<file path="config.mk">
export PLATFORM = sky130hd
export DESIGN_NAME = sci_regs
export DESIGN_NICKNAME = d
export VERILOG_FILES = /design/src/rtl/sci_pkg.sv /design/src/rtl/sci_char_timer.sv /design/src/rtl/sci_tx_fsm.sv /design/src/rtl/sci_rx_fsm.sv /design/src/rtl/sci_regs.sv
export SDC_FILE = /design/constraint.sdc
export NUM_CORES = 1
export LEC_CHECK = 0
export ABC_AREA = 1
export BUFFER_PORTS_ARGS = -buffer_cell sky130_fd_sc_hd__buf_2
export CAP_MARGIN = 20
export CORE_MARGIN = 2
export CORE_UTILIZATION = 58
export DETAILED_ROUTE_END_ITERATION = 6
export GPL_ROUTABILITY_DRIVEN = 0
export MAX_ROUTING_LAYER = met4
export PLACE_DENSITY = 0.77
export SLEW_MARGIN = 20
export SYNTH_ARGS = -nofsm -noshare
export SYNTH_HDL_FRONTEND = slang
export SYNTH_SLANG_ARGS = --single-unit
</file>
<file path="constraint.sdc">
create_clock -name clk -period 3.9 [get_ports clk]
set_input_delay 0.585 -clock clk [delete_from_list [all_inputs] [get_ports clk]]
set_output_delay 0.585 -clock clk [all_outputs]
set_load 0.02 [all_outputs]
</file>
<file path="src/rtl/sci_pkg.sv">
package sci_pkg;
    typedef enum logic {TX_IDLE, TX_SEND} tx_state_t;
    typedef enum logic {RX_OFF, RX_WAIT} rx_state_t;

    localparam logic [2:0] A_BAUD = 3'd0;
    localparam logic [2:0] A_CTL1 = 3'd1;
    localparam logic [2:0] A_CTL2 = 3'd2;
    localparam logic [2:0] A_STAT = 3'd3;
    localparam logic [2:0] A_DATA = 3'd4;

    localparam int C2_TXE_IE = 7;
    localparam int C2_TXC_IE = 6;
    localparam int C2_RX_IE  = 5;
    localparam int C2_IDL_IE = 4;
    localparam int C2_TX_EN  = 3;
    localparam int C2_RX_EN  = 2;
    localparam int C1_LONG   = 4;

    localparam logic [7:0] BOOT_CTL2 = 8'h12;
endpackage

</file>
<file path="src/rtl/sci_char_timer.sv">
module sci_char_timer #(
    parameter int OVERSAMPLE = 16,
    parameter int CNT_W      = 19
) (
    input  logic [7:0]       baud,
    input  logic             long_frame,
    output logic [CNT_W-1:0] char_time
);
    logic [3:0] pre;
    logic [3:0] bits;

    always_comb begin
        unique case (baud[5:4])
            2'd0:    pre = 4'd1;
            2'd1:    pre = 4'd3;
            2'd2:    pre = 4'd4;
            default: pre = 4'd13;
        endcase
        bits = long_frame ? 4'd11 : 4'd10;
        char_time = (CNT_W'(pre) * CNT_W'(OVERSAMPLE) * CNT_W'(bits)) << baud[2:0];
    end
endmodule

</file>
<file path="src/rtl/sci_tx_fsm.sv">
module sci_tx_fsm
    import sci_pkg::*;
#(
    parameter int CNT_W = 19
) (
    input  logic             clk,
    input  logic             rst_n,
    input  logic             tx_en,
    input  logic             pending,
    input  logic [CNT_W-1:0] char_time,
    output logic             launch,
    output logic             done
);
    tx_state_t        state;
    logic [CNT_W-1:0] cnt;

    always_ff @(posedge clk) begin
        if (!rst_n) begin
            state <= TX_IDLE;
            cnt   <= '0;
        end else begin
            unique case (state)
                TX_IDLE: if (launch) begin
                    state <= TX_SEND;
                    cnt   <= char_time - CNT_W'(1);
                end
                TX_SEND: if (cnt == '0) state <= TX_IDLE;
                         else cnt <= cnt - CNT_W'(1);
            endcase
        end
    end

    always_comb begin
        launch = (state == TX_IDLE) && tx_en && pending;
        done   = (state == TX_SEND) && (cnt == '0);
    end
endmodule

</file>
<file path="src/rtl/sci_rx_fsm.sv">
module sci_rx_fsm
    import sci_pkg::*;
#(
    parameter int CNT_W = 19
) (
    input  logic             clk,
    input  logic             rst_n,
    input  logic             rx_en,
    input  logic [CNT_W-1:0] char_time,
    input  logic             rx_valid,
    input  logic [7:0]       rx_byte,
    output logic             deliver,
    output logic [7:0]       line_byte
);
    rx_state_t        state;
    logic [CNT_W-1:0] cnt;
    logic             line_full;

    always_ff @(posedge clk) begin
        if (!rst_n) begin
            state <= RX_OFF;
            cnt   <= '0;
        end else begin
            unique case (state)
                RX_OFF: if (rx_en) begin
                    state <= RX_WAIT;
                    cnt   <= char_time - CNT_W'(1);
                end
                RX_WAIT: if (!rx_en) state <= RX_OFF;
                         else if (cnt == '0) cnt <= char_time - CNT_W'(1);
                         else cnt <= cnt - CNT_W'(1);
            endcase
        end
    end

    always_ff @(posedge clk) begin
        if (!rst_n) begin
            line_full <= 1'b0;
            line_byte <= '0;
        end else if (!rx_en) begin
            line_full <= 1'b0;
        end else if (rx_valid) begin
            line_full <= 1'b1;
            line_byte <= rx_byte;
        end else if (deliver) begin
            line_full <= 1'b0;
        end
    end

    always_comb begin
        deliver = (state == RX_WAIT) && rx_en && (cnt == '0) && line_full;
    end
endmodule

</file>
<file path="src/rtl/sci_regs.sv">
module sci_regs
    import sci_pkg::*;
#(
    parameter int OVERSAMPLE = 16,
    localparam int MAX_CT    = 13 * OVERSAMPLE * 128 * 11,
    localparam int CNT_W     = $clog2(MAX_CT + 1)
) (
    input  logic       clk,
    input  logic       rst_n,
    input  logic       boot_mode,
    input  logic       bus_sel,
    input  logic       bus_wr,
    input  logic [2:0] bus_addr,
    input  logic [7:0] bus_wdata,
    output logic [7:0] bus_rdata,
    input  logic       rx_valid,
    input  logic [7:0] rx_byte,
    output logic       tx_valid,
    output logic [7:0] tx_byte,
    output logic       irq
);
    logic [7:0] baud_q, ctl1_q, ctl2_q;
    logic       tdre, tc, rdrf, ovr;
    logic [1:0] snap;
    logic [7:0] rx_data;
    logic [7:0] tx_hold, tx_shift;
    logic       pending;
    logic [7:0] status;
    logic [CNT_W-1:0] char_time;
    logic       launch, done, deliver;
    logic [7:0] line_byte;
    logic       wr_baud, wr_ctl1, wr_ctl2, wr_data, rd_stat, rd_data;

    always_comb begin
        wr_baud = bus_sel &&  bus_wr && (bus_addr == A_BAUD);
        wr_ctl1 = bus_sel &&  bus_wr && (bus_addr == A_CTL1);
        wr_ctl2 = bus_sel &&  bus_wr && (bus_addr == A_CTL2);
        wr_data = bus_sel &&  bus_wr && (bus_addr == A_DATA) && tdre;
        rd_stat = bus_sel && !bus_wr && (bus_addr == A_STAT);
        rd_data = bus_sel && !bus_wr && (bus_addr == A_DATA);
        status  = {tdre, tc, rdrf, 1'b0, ovr, 3'b000};
        unique case (bus_addr)
            A_BAUD:  bus_rdata = baud_q;
            A_CTL1:  bus_rdata = ctl1_q;
            A_CTL2:  bus_rdata = ctl2_q;
            A_STAT:  bus_rdata = status;
            A_DATA:  bus_rdata = rx_data;
            default: bus_rdata = 8'h00;
        endcase
        irq = (ctl2_q[C2_TXE_IE] && tdre) || (ctl2_q[C2_TXC_IE] && tc) ||
              (ctl2_q[C2_RX_IE] && (rdrf || ovr)) || (ctl2_q[C2_IDL_IE] && status[4]);
    end

    sci_char_timer #(.OVERSAMPLE(OVERSAMPLE), .CNT_W(CNT_W)) u_timer (
        .baud(baud_q), .long_frame(ctl1_q[C1_LONG]), .char_time(char_time)
    );

    sci_tx_fsm #(.CNT_W(CNT_W)) u_tx (
        .clk(clk), .rst_n(rst_n), .tx_en(ctl2_q[C2_TX_EN]), .pending(pending),
        .char_time(char_time), .launch(launch), .done(done)
    );

    sci_rx_fsm #(.CNT_W(CNT_W)) u_rx (
        .clk(clk), .rst_n(rst_n), .rx_en(ctl2_q[C2_RX_EN]), .char_time(char_time),
        .rx_valid(rx_valid), .rx_byte(rx_byte), .deliver(deliver), .line_byte(line_byte)
    );

    always_ff @(posedge clk) begin
        if (!rst_n) begin
            baud_q <= '0;
            ctl1_q <= '0;
            ctl2_q <= boot_mode ? BOOT_CTL2 : 8'h00;
        end else begin
            if (wr_baud) baud_q <= bus_wdata;
            if (wr_ctl1) ctl1_q <= bus_wdata;
            if (wr_ctl2) ctl2_q <= bus_wdata;
        end
    end

    always_ff @(posedge clk) begin
        if (!rst_n) begin
            tdre     <= 1'b1;
            tc       <= 1'b1;
            pending  <= 1'b0;
            tx_hold  <= '0;
            tx_shift <= '0;
            tx_valid <= 1'b0;
            tx_byte  <= '0;
        end else begin
            tx_valid <= 1'b0;
            if (launch) begin
                tdre     <= 1'b0;
                tc       <= 1'b0;
                pending  <= 1'b0;
                tx_shift <= tx_hold;
            end
            if (done) begin
                tdre     <= 1'b1;
                tc       <= 1'b1;
                tx_valid <= 1'b1;
                tx_byte  <= tx_shift;
            end
            if (wr_data) begin
                tx_hold <= bus_wdata;
                pending <= 1'b1;
            end
        end
    end

    always_ff @(posedge clk) begin
        if (!rst_n) begin
            rdrf    <= 1'b0;
            ovr     <= 1'b0;
            snap    <= '0;
            rx_data <= '0;
        end else if (deliver) begin
            ovr     <= ovr | rdrf;
            rdrf    <= 1'b1;
            rx_data <= line_byte;
            snap    <= '0;
        end else begin
            if (rd_stat) snap <= {rdrf, ovr};
            if (rd_data) begin
                rdrf <= rdrf & ~snap[1];
                ovr  <= ovr & ~snap[0];
            end
        end
    end
endmodule

</file>
==> out/results.ini <==
[run_status]
outcome=complete, no violations

[min_path]
hold_start=rx_byte[3]
holdCritPathClass=input port to flip-flop

[route]
antenna_left=0
wl_um=15500
viasPerCell=5.46
drtIter0Drc=378
wl_per_cell_um=14.0
drc=0
dr_total_vias=6011
first_pass_iters=4

[layout]
multi_input_area_mm2=0.00342
fin_util_pct=63.4
register_area_mm2=0.00232
filler_cell_count=1027
nets=990
drive_above_1_share_pct=11.2
n_antenna_cell=0
area_growth_pct=8.05

[logic_synthesis]
async_reset_ff_share_pct=0
netlist_instances=930
synth.most_common_cell=nand2_1
synth_edf_count=8
synth_top_family_by_area=simple AND/OR/NAND/NOR gates
syn_nets=964
seq_area_frac_synth_pct=36.8
synth-simple-area-share_pct=33.3
syn_area_per_cell_um2=6.78
synth_common_cells=201 x nand2_1, 127 x nor2_1, 104 x dfxtp_1
yosys-mux-area-fraction_pct=0
synth_cell_types=44
synth_compound_area_share_pct=15.2
synthTopCellsByArea=dfxtp_1 33%, nand2_1 12%, nor2_1 7.6%
synth_adder_area_share_pct=1.90
yosys_warnings=0
yosysTopAreaCell=dfxtp_1
netlist.area_leader.share_pct=33.0
synth_xor_xnor_area_share_pct=3.73
ys_ff_latch=112
ys.flop_type=dfxtp_1
netlist_area_mm2=0.00631

[floorplanning]
die_x_um=108
dieArea_mm2=0.0117
core_area_mm2=0.0107
placementRows=38
initial_core_util_pct=58.7
io-pin-count=43
die-height_um=108

[critical_path]
crit_path_frequent_cell=inv_1
timing.rr.start=ctl1_q[4]
slowest_stage=fa_1
cp.arrival_ps=3500
crit_type=flip-flop to flip-flop
cp-start-kind=flip-flop
critPathMaxFanout=4
endpoint_kind=flip-flop
worstPathRequired_ps=4210
crit_start=ctl1_q[4]
path_cells=inv_1 -> nor3_1 -> ha_1 -> ha_1 -> inv_1 -> fa_1 -> o21ai_1 -> inv_1 -> nand2_1 -> nand3_1 -> nand3_2 -> nor2_2 -> nand3_2 -> nor2_2 -> nand4_1 -> nand3_1 -> nand3_1 -> nand2_1 -> inv_1
max_stage_delay_ps=550

[clock_tree]
cts_resized=0
clkTransAtPathRegs_ps=120
cts_setup_buffers=0
clock-sinks=112
cts_tree=done
clk_latency_ps=400
cts_buffer_depth=2
htreeDepth=3
postCtsHoldBufs=0
root_buffer=clkbuf_8
numCtsBuffers=9

[sta]
tns_ps=0
max_freq_mhz=314
finalHoldViolCount=0
slew_headroom_pct=35.6
rsz0062_at_grt=false
period_needed_ps=3190
setup_viol=0
finalCritPeriodShare_pct=81.7
finClkSkew_ps=9.39
tightestPinTransition_ps=966
slew_viol_final=0

[global_routing]
grt_max_degree=47
grt_pass1_wl_um=25500
grtUsageTotal_pct=28.4
grt_overflow=0
grt_pass1_vias=5344
grt_antenna_before_repair=0

[power_and_ir_drop]
ir_worst_vdd_mv=0.308
power.density_mw_per_mm2=354
p_leak_nw=3.06

[place]
post-dp-hpwl_um=11200
io_buffers=42

[flow_run]
maxCapViolations=0

[worst max-delay path, delay by kind of cell (launching register included)]
kind | cells | cell delay [ps]
AND/OR/NAND/NOR | 11 | 1420
adder cells (fa/ha/maj) | 3 | 900
flip-flops | 1 | 420
buffers and inverters | 4 | 300
AO/OA/AOI/OAI | 1 | 80
[power breakdown]
group,leakage [nW],internal [mW],switching [mW]
Clock,0.113,0.299,0.461
Sequential,0.922,1.20,0.0495
Combinational,2.03,0.140,0.260
Total,3.06,1.64,0.771
[layout make-up]
cell class	count	share of cell area, %
Timing Repair Buffer	49	3.86
Clock inverter	6	1.14
Tap cell	140	2.57
Multi-Input combinational cell	676	50.2
Clock buffer	10	2.18
Sequential cell	112	34.1
Inverter	108	5.95
[per-stage QoR]
stage,hold slack [ps],instances,cell area [um^2],setup WS [ps],total power [mW]
floorplan,420,930,6310,1080,1.57
global placement,430,1085,6590,882,1.67
detailed placement,435,1085,6590,761,1.67
CTS,421,1101,6820,739,2.42
global route,461,1101,6820,393,2.52
finish,425,1101,6820,714,2.41
[placed cells by master (no fill, tap or decap), types with 12 or more instances in the layout]
cell,synthesis,routed
a21oi_1,53,53
a31oi_1,12,12
buf_2,5,42
dfxtp_1,104,104
inv_1,101,101
nand2_1,201,201
nand3_1,70,70
nor2_1,127,127
nor3_1,16,16
o21ai_0,85,85
xor2_1,16,16
[state kept, by name, summed over array words and instances, names as in the netlist, 2 cells and up]
signal and flops:
tx_byte 8, ctl2_q 8, tx_shift 8, snap 2, ctl1_q 8, u_rx.line_byte 8
u_tx.cnt 19, tx_hold 8, baud_q 8, rx_data 8, u_rx.cnt 19
[layer usage]
metal	vias up	global-route usage [%]	part of all wire (%)
met4	0	12.5	3.3
met2	153	45.6	47
met5	-	-	0
li1	3099	-	-
met1	2727	36.2	47
met3	32	3.25	3.5
[cell families (layout without fill, tap and decap cells)]
logic type                 after synthesis  in the layout
adders and majority gates                9              9
AOI/OAI and AO/OA                      176            176
other                                    2              2
DFF                                    112            112
buffers and inverters                  142            173
xor gates and xnor gates                26             26
and+or+nand+nor                        463            463
[worst paths after layout]
kind,endpoint,slack [ps],cells after the start
max,u_tx.cnt[12],710,19
min,u_rx.line_byte[3],420,3
max reg2reg,u_tx.cnt[12],710,19
min reg2reg,tx_byte[2],450,2
No activity file was read; power rests on OpenSTA's default activity.
